$ cat src/rtl/pwm10_pkg.sv
package pwm10_pkg;
  // each divider step multiplies the ratio by 2**PRE_LOG_STEP
  localparam int PRE_LOG_STEP = 2;

  typedef enum logic [1:0] {
    PRE_DIV1  = 2'd0,
    PRE_DIV4  = 2'd1,
    PRE_DIV16 = 2'd2
  } pre_div_e;
endpackage

$ cat src/rtl/pwm_prescaler.sv
module pwm_prescaler import pwm10_pkg::*; #(
  parameter int SUB_W = 2,
  parameter int STEPS = 3
) (
  input  logic                       clk,
  input  logic                       rst,
  input  logic                       en,
  input  logic [$clog2(STEPS)-1:0]   sel,
  output logic [SUB_W-1:0]           sub,
  output logic                       step
);
  localparam int SEL_W = $clog2(STEPS);
  localparam int CNT_W = SUB_W + PRE_LOG_STEP * (STEPS - 1);

  logic [CNT_W-1:0] cnt;
  logic [SUB_W-1:0] sub_opt  [STEPS];
  logic             wrap_opt [STEPS];
  logic [SEL_W-1:0] idx;

  // one candidate sub-count and wrap test per divide ratio
  for (genvar g = 0; g < STEPS; g++) begin : g_ratio
    assign sub_opt[g]  = cnt[PRE_LOG_STEP*g +: SUB_W];
    assign wrap_opt[g] = &cnt[PRE_LOG_STEP*g+SUB_W-1:0];
  end

  assign idx  = (int'(sel) >= STEPS) ? SEL_W'(STEPS - 1) : sel;
  assign sub  = sub_opt[idx];
  assign step = en & wrap_opt[idx];

  always_ff @(posedge clk) begin
    if (rst)      cnt <= '0;
    else if (en)  cnt <= wrap_opt[idx] ? '0 : cnt + 1'b1;
  end
endmodule

$ cat src/rtl/pwm_timebase.sv
module pwm_timebase #(
  parameter int TMR_W = 8
) (
  input  logic             clk,
  input  logic             rst,
  input  logic             step,
  input  logic             period_wr,
  input  logic [TMR_W-1:0] period_in,
  output logic [TMR_W-1:0] tmr,
  output logic             roll
);
  logic [TMR_W-1:0] period_q;

  assign roll = step & (tmr == period_q);

  always_ff @(posedge clk) begin
    if (rst)            period_q <= '1;
    else if (period_wr) period_q <= period_in;
  end

  always_ff @(posedge clk) begin
    if (rst)       tmr <= '0;
    else if (roll) tmr <= '0;
    else if (step) tmr <= tmr + 1'b1;
  end

  // a boundary happens only at the period limit, so the timer starts over from zero
  p_wrap_zero_r2: assert property (@(posedge clk) disable iff (rst)
    roll |=> (tmr == '0));
endmodule

$ cat src/rtl/pwm_postscaler.sv
module pwm_postscaler #(
  parameter int POST_W = 4
) (
  input  logic              clk,
  input  logic              rst,
  input  logic              roll,
  input  logic [POST_W-1:0] sel,
  input  logic              clr,
  output logic              irq
);
  logic [POST_W-1:0] cnt;
  logic              hit;

  assign hit = roll & (cnt >= sel);

  always_ff @(posedge clk) begin
    if (rst)       cnt <= '0;
    else if (hit)  cnt <= '0;
    else if (roll) cnt <= cnt + 1'b1;
  end

  always_ff @(posedge clk) begin
    if (rst)      irq <= 1'b0;
    else if (hit) irq <= 1'b1;
    else if (clr) irq <= 1'b0;
  end

  p_sticky_r9: assert property (@(posedge clk) disable iff (rst)
    (irq && !clr) |=> irq);

  p_set_src_r8: assert property (@(posedge clk) disable iff (rst)
    $rose(irq) |-> $past(roll));
endmodule

$ cat src/rtl/pwm10_gen.sv
module pwm10_gen import pwm10_pkg::*; #(
  parameter int TMR_W     = 8,
  parameter int SUB_W     = 2,
  parameter int POST_W    = 4,
  parameter int PRE_STEPS = 3
) (
  input  logic                           clk,
  input  logic                           rst,
  input  logic                           period_wr_i,
  input  logic [TMR_W-1:0]               period_i,
  input  logic [TMR_W-1:0]               duty_hi_i,
  input  logic [SUB_W-1:0]               duty_lo_i,
  input  logic [$clog2(PRE_STEPS)-1:0]   presc_sel_i,
  input  logic [POST_W-1:0]              post_sel_i,
  input  logic                           tmr_en_i,
  input  logic                           pwm_en_i,
  input  logic                           irq_clr_i,
  output logic                           pwm_o,
  output logic                           irq_o
);
  localparam int DUTY_W = TMR_W + SUB_W;

  logic              step;
  logic [SUB_W-1:0]  sub;
  logic [TMR_W-1:0]  tmr;
  logic              roll;
  logic [DUTY_W-1:0] duty_act;
  logic [DUTY_W-1:0] tbase;
  logic              pwm_q;

  pwm_prescaler #(.SUB_W(SUB_W), .STEPS(PRE_STEPS)) u_pre (
    .clk(clk), .rst(rst), .en(tmr_en_i), .sel(presc_sel_i),
    .sub(sub), .step(step)
  );

  pwm_timebase #(.TMR_W(TMR_W)) u_tb (
    .clk(clk), .rst(rst), .step(step), .period_wr(period_wr_i),
    .period_in(period_i), .tmr(tmr), .roll(roll)
  );

  pwm_postscaler #(.POST_W(POST_W)) u_post (
    .clk(clk), .rst(rst), .roll(roll), .sel(post_sel_i),
    .clr(irq_clr_i), .irq(irq_o)
  );

  assign tbase = {tmr, sub};

  // shadow width: loaded only at the period boundary
  always_ff @(posedge clk) begin
    if (rst)       duty_act <= '0;
    else if (roll) duty_act <= {duty_hi_i, duty_lo_i};
  end

  // high while the time base is below the width: set at the period start
  // unless the width is 0, cleared on equality, never cleared if past the period
  always_ff @(posedge clk) begin
    if (rst) pwm_q <= 1'b0;
    else     pwm_q <= pwm_en_i & (tbase < duty_act);
  end

  assign pwm_o = pwm_q;

  p_off_r10: assert property (@(posedge clk) disable iff (rst)
    !pwm_en_i |=> !pwm_o);

  p_zero_low_r4: assert property (@(posedge clk) disable iff (rst)
    (duty_act == '0) |=> !pwm_o);

  p_shadow_r6: assert property (@(posedge clk) disable iff (rst)
    !roll |=> $stable(duty_act));

  p_hold_r11: assert property (@(posedge clk) disable iff (rst)
    !tmr_en_i |=> $stable(tmr));
endmodule

$ cat config.mk
export PLATFORM = sky130hd
export DESIGN_NAME = pwm10_gen
export DESIGN_NICKNAME = d
export VERILOG_FILES = /design/src/rtl/pwm10_pkg.sv /design/src/rtl/pwm_prescaler.sv /design/src/rtl/pwm_timebase.sv /design/src/rtl/pwm_postscaler.sv /design/src/rtl/pwm10_gen.sv
export SDC_FILE = /design/constraint.sdc
export NUM_CORES = 1
export LEC_CHECK = 0
export ABC_AREA = 1
export BUFFER_PORTS_ARGS = -buffer_cell sky130_fd_sc_hd__buf_2
export CAP_MARGIN = 20
export CELL_PAD_IN_SITES_DETAIL_PLACEMENT = 0
export CELL_PAD_IN_SITES_GLOBAL_PLACEMENT = 2
export CORE_MARGIN = 4
export CORE_UTILIZATION = 28
export CTS_CLUSTER_SIZE = 16
export DETAILED_ROUTE_END_ITERATION = 6
export PLACE_DENSITY = 0.78
export SYNTH_ARGS = -nofsm -noshare
export SYNTH_HDL_FRONTEND = slang
export SYNTH_SLANG_ARGS = --single-unit
$ cat constraint.sdc
create_clock -name clk -period 1.4 [get_ports clk]
set_input_delay 0.28 -clock clk [delete_from_list [all_inputs] [get_ports clk]]
set_output_delay 0.28 -clock clk [all_outputs]
set_load 0.01 [all_outputs]
==> impl_metrics.ini <==
[run_status]
status = finished with violations
violations = negative setup slack

[worst_setup_path]
setup.worst_path.start_class = flip-flop
crit_chain = inv_2, nand2_1, nand2_1, nor2_2, nand2_2, nor2_8, buf_12, nand2_4, o21ai_2, nor2_1
required_ns = 1.59
end_kind = flip-flop
slowest_delay_ns = 0.37
crit_path_start = u_tb.tmr[7]
r2r_cells = 10
reg2reg_slack_ns = -0.04
slowest_stage = dfxtp_4
reg2reg_from = u_tb.tmr[7]
crit_top_cell = nand2_1
cp_max_fo = 6
crit_type = flip-flop to flip-flop
cp.arrival_ns = 1.63
reg2reg_to = duty_act[9]

[place]
pre_cts_ws_ns = -0.171
portBuffers = 31
gp_congestion = 0.719
place_hpwl_um = 3970
dp_cells = 459

[cts]
cts_made_buffers = 5
cts.sinks = 38
cts_buffer_depth = 2
clk_pin_slew_worst_paths_ns = 0.07
hold_buffers = 0
clk_latency_ns = 0.29
h-tree-depth = 2
cts_tree = done
root_buffer = clkbuf_8

[timing]
hold_viol = 0
skew_ns = 0.00601
setup_slack_ns = -0.0412
rsz0062_at_grt = true
period_minus_slack_ns = 1.44
setup_viol = 10
worst_pin_slew_ns = 0.321
fin_setup_tns_ns = -0.251
timing.final.max_slew_violations = 0
min_period_over_period_pct = 103
maxSlewHeadroom_pct = 78.5
clock.fmax_ghz = 0.694
hold_ws_ns = 0.203

[floorplanning]
core_mm2 = 0.00721
std_cell_rows = 31
dieArea_mm2 = 0.00883
initial_utilization_pct = 28.7
die_x_um = 94.0
dieHeight_um = 94.0
ios = 32

[detailed_routing]
drtIter0Drc = 40
dr_wl_met2_um = 2580
drt-pass1-iter-count = 4
viasPerCell = 4.39
ant_nets = 0
drc_errors = 0
top_layer = met4
met1Wirelength_um = 2350
vias = 2058
wl_met3_um = 149
routed_wl_um = 5150
wire_per_inst_um = 11.0

[finish]
post-route-util_pct = 40.3
final_cell_mix = nand2_1, buf_4, nor2_1, inv_1, buf_2
fillCellCount = 792
final_common_cell = nand2_1
areaGrowthSynthToFinish_pct = 40.4
final_nets = 416
layout.cells.non_filler = 469
drive_gt1_share_pct = 36.2
antenna_cells = 0

[synthesis]
netlist_instances = 295
yosys_warnings = 0
synth_cell_type_count = 27
synth_area_per_cell_um2 = 7.02
synth_seq_area_share_pct = 36.8
ys_ff_latch = 38
synth_top_area_share_pct = 36.8
syn-cell-area_mm2 = 0.00207
ys_top_cells_by_area = dfxtp_1, nand2_1, ha_1, nor2_1, a21oi_1
synth_area_leader_cell = dfxtp_1
synth_nets = 341

[power]
leakagePower_nw = 1.37
vdd_ir_drop_max_mv = 0.304
p_per_area_mw_per_mm2 = 694

[min_path]
worstHoldEndpoint = u_tb.period_q[3]
hp-class = input pin to flip-flop
min_from = period_i[3]
whs_path_depth = 3

[global_routing]
grt_pass1_vias = 1983
track_usage_pct = 12.1
grt_max_degree = 17
grt_overflow = 0
grt_pass1_wl_um = 8530
antenna_found_initial = 0

[run]
drv_cap = 0
-- synthesized netlist by cell type (all sizes together) --
master	number
nand2	72
inv	42
nor2	40
dfxtp	38
a21oi	26
o21ai	25
ha	16
nand3	12
xor2	5
nor3	4
clkbuf	3
buf	2
nand4	2
xnor2	2
a211oi	1
mux2i	1
nand3b	1
nor3b	1
nor4	1
o21bai	1
-- layout make-up --
class	instances	area (um2)	area share [%]
tap	99	124	4.26
sequential	38	783	27.0
inverter	42	165	5.68
clock buffer	5	68.8	2.37
timing repair buffer	72	495	17.1
multi-input combinational	211	1260	43.3
clock inverter	2	10.0	0.345
-- cells by family after synthesis --
logic type / count (synthesis) / share of synthesized area [%]
xor gates and xnor gates: 7 / 2.96
buffers and inverters: 47 / 9.37
DFF: 38 / 36.8
AOI/OAI and AO/OA: 53 / 13.1
and+or+nand+nor: 133 / 27.7
muxes: 1 / 0.484
adders and majority gates: 16 / 9.67
-- how the worst max path moves through the flow --
stage,endpoint,slack (ns),cells past startpoint
3_5_place_dp,u_tb.tmr[6],-0.17,10
4_1_cts,u_post.irq,-0.01,9
2_1_floorplan,duty_act[4],0.07,10
6_report,duty_act[9],-0.04,10
3_3_place_gp,u_tb.tmr[6],-0.14,10
5_1_grt,u_post.cnt[0],-0.14,11
-- report_power, final --
group	leakage, nW	internal, mW	switching [mW]
Combinational	1.01	0.0885	0.102
Sequential	0.315	1.10	0.0129
Clock	0.0438	0.334	0.382
Total	1.37	1.52	0.497
-- worst max-delay path, delay by kind of cell (launching register included) --
| kind | cells | cell delay [ns] |
|---|---|---|
| AO/OA/AOI/OAI | 1 | 0.13 |
| AND/OR/NAND/NOR | 7 | 0.69 |
| buffers and inverters | 2 | 0.17 |
| flip-flops | 1 | 0.37 |
-- routing by layer --
layer,vias to the layer above,global-route usage (%)
li1,1095,-
met1,932,15.0
met2,26,21.1
met3,5,2.48
met4,0,3.85
met5,-,0
-- registers in the layout (all words and copies together) (netlist names) --
register       flops
duty_act          10
u_pre.cnt          6
pwm_o              1
u_tb.period_q      8
u_tb.tmr           8
u_post.irq         1
u_post.cnt         4
-- metrics by stage --
stage / cell area, um2 / power [mW]
floorplan: 2070 / 1.23
global placement: 2620 / 1.32
detailed placement: 2620 / 1.32
CTS: 2740 / 2.05
global route: 2910 / 2.12
finish: 2910 / 2.02
-- repair_timing --
item                                    in CTS  in global routing
gates cloned                                 0                  1
endpoints found under the setup margin      24                 27
gates resized for setup                     19                 34
pin swaps                                    2                 11
setup buffers                                0                  2
No activity file was read; power rests on OpenSTA's default activity.
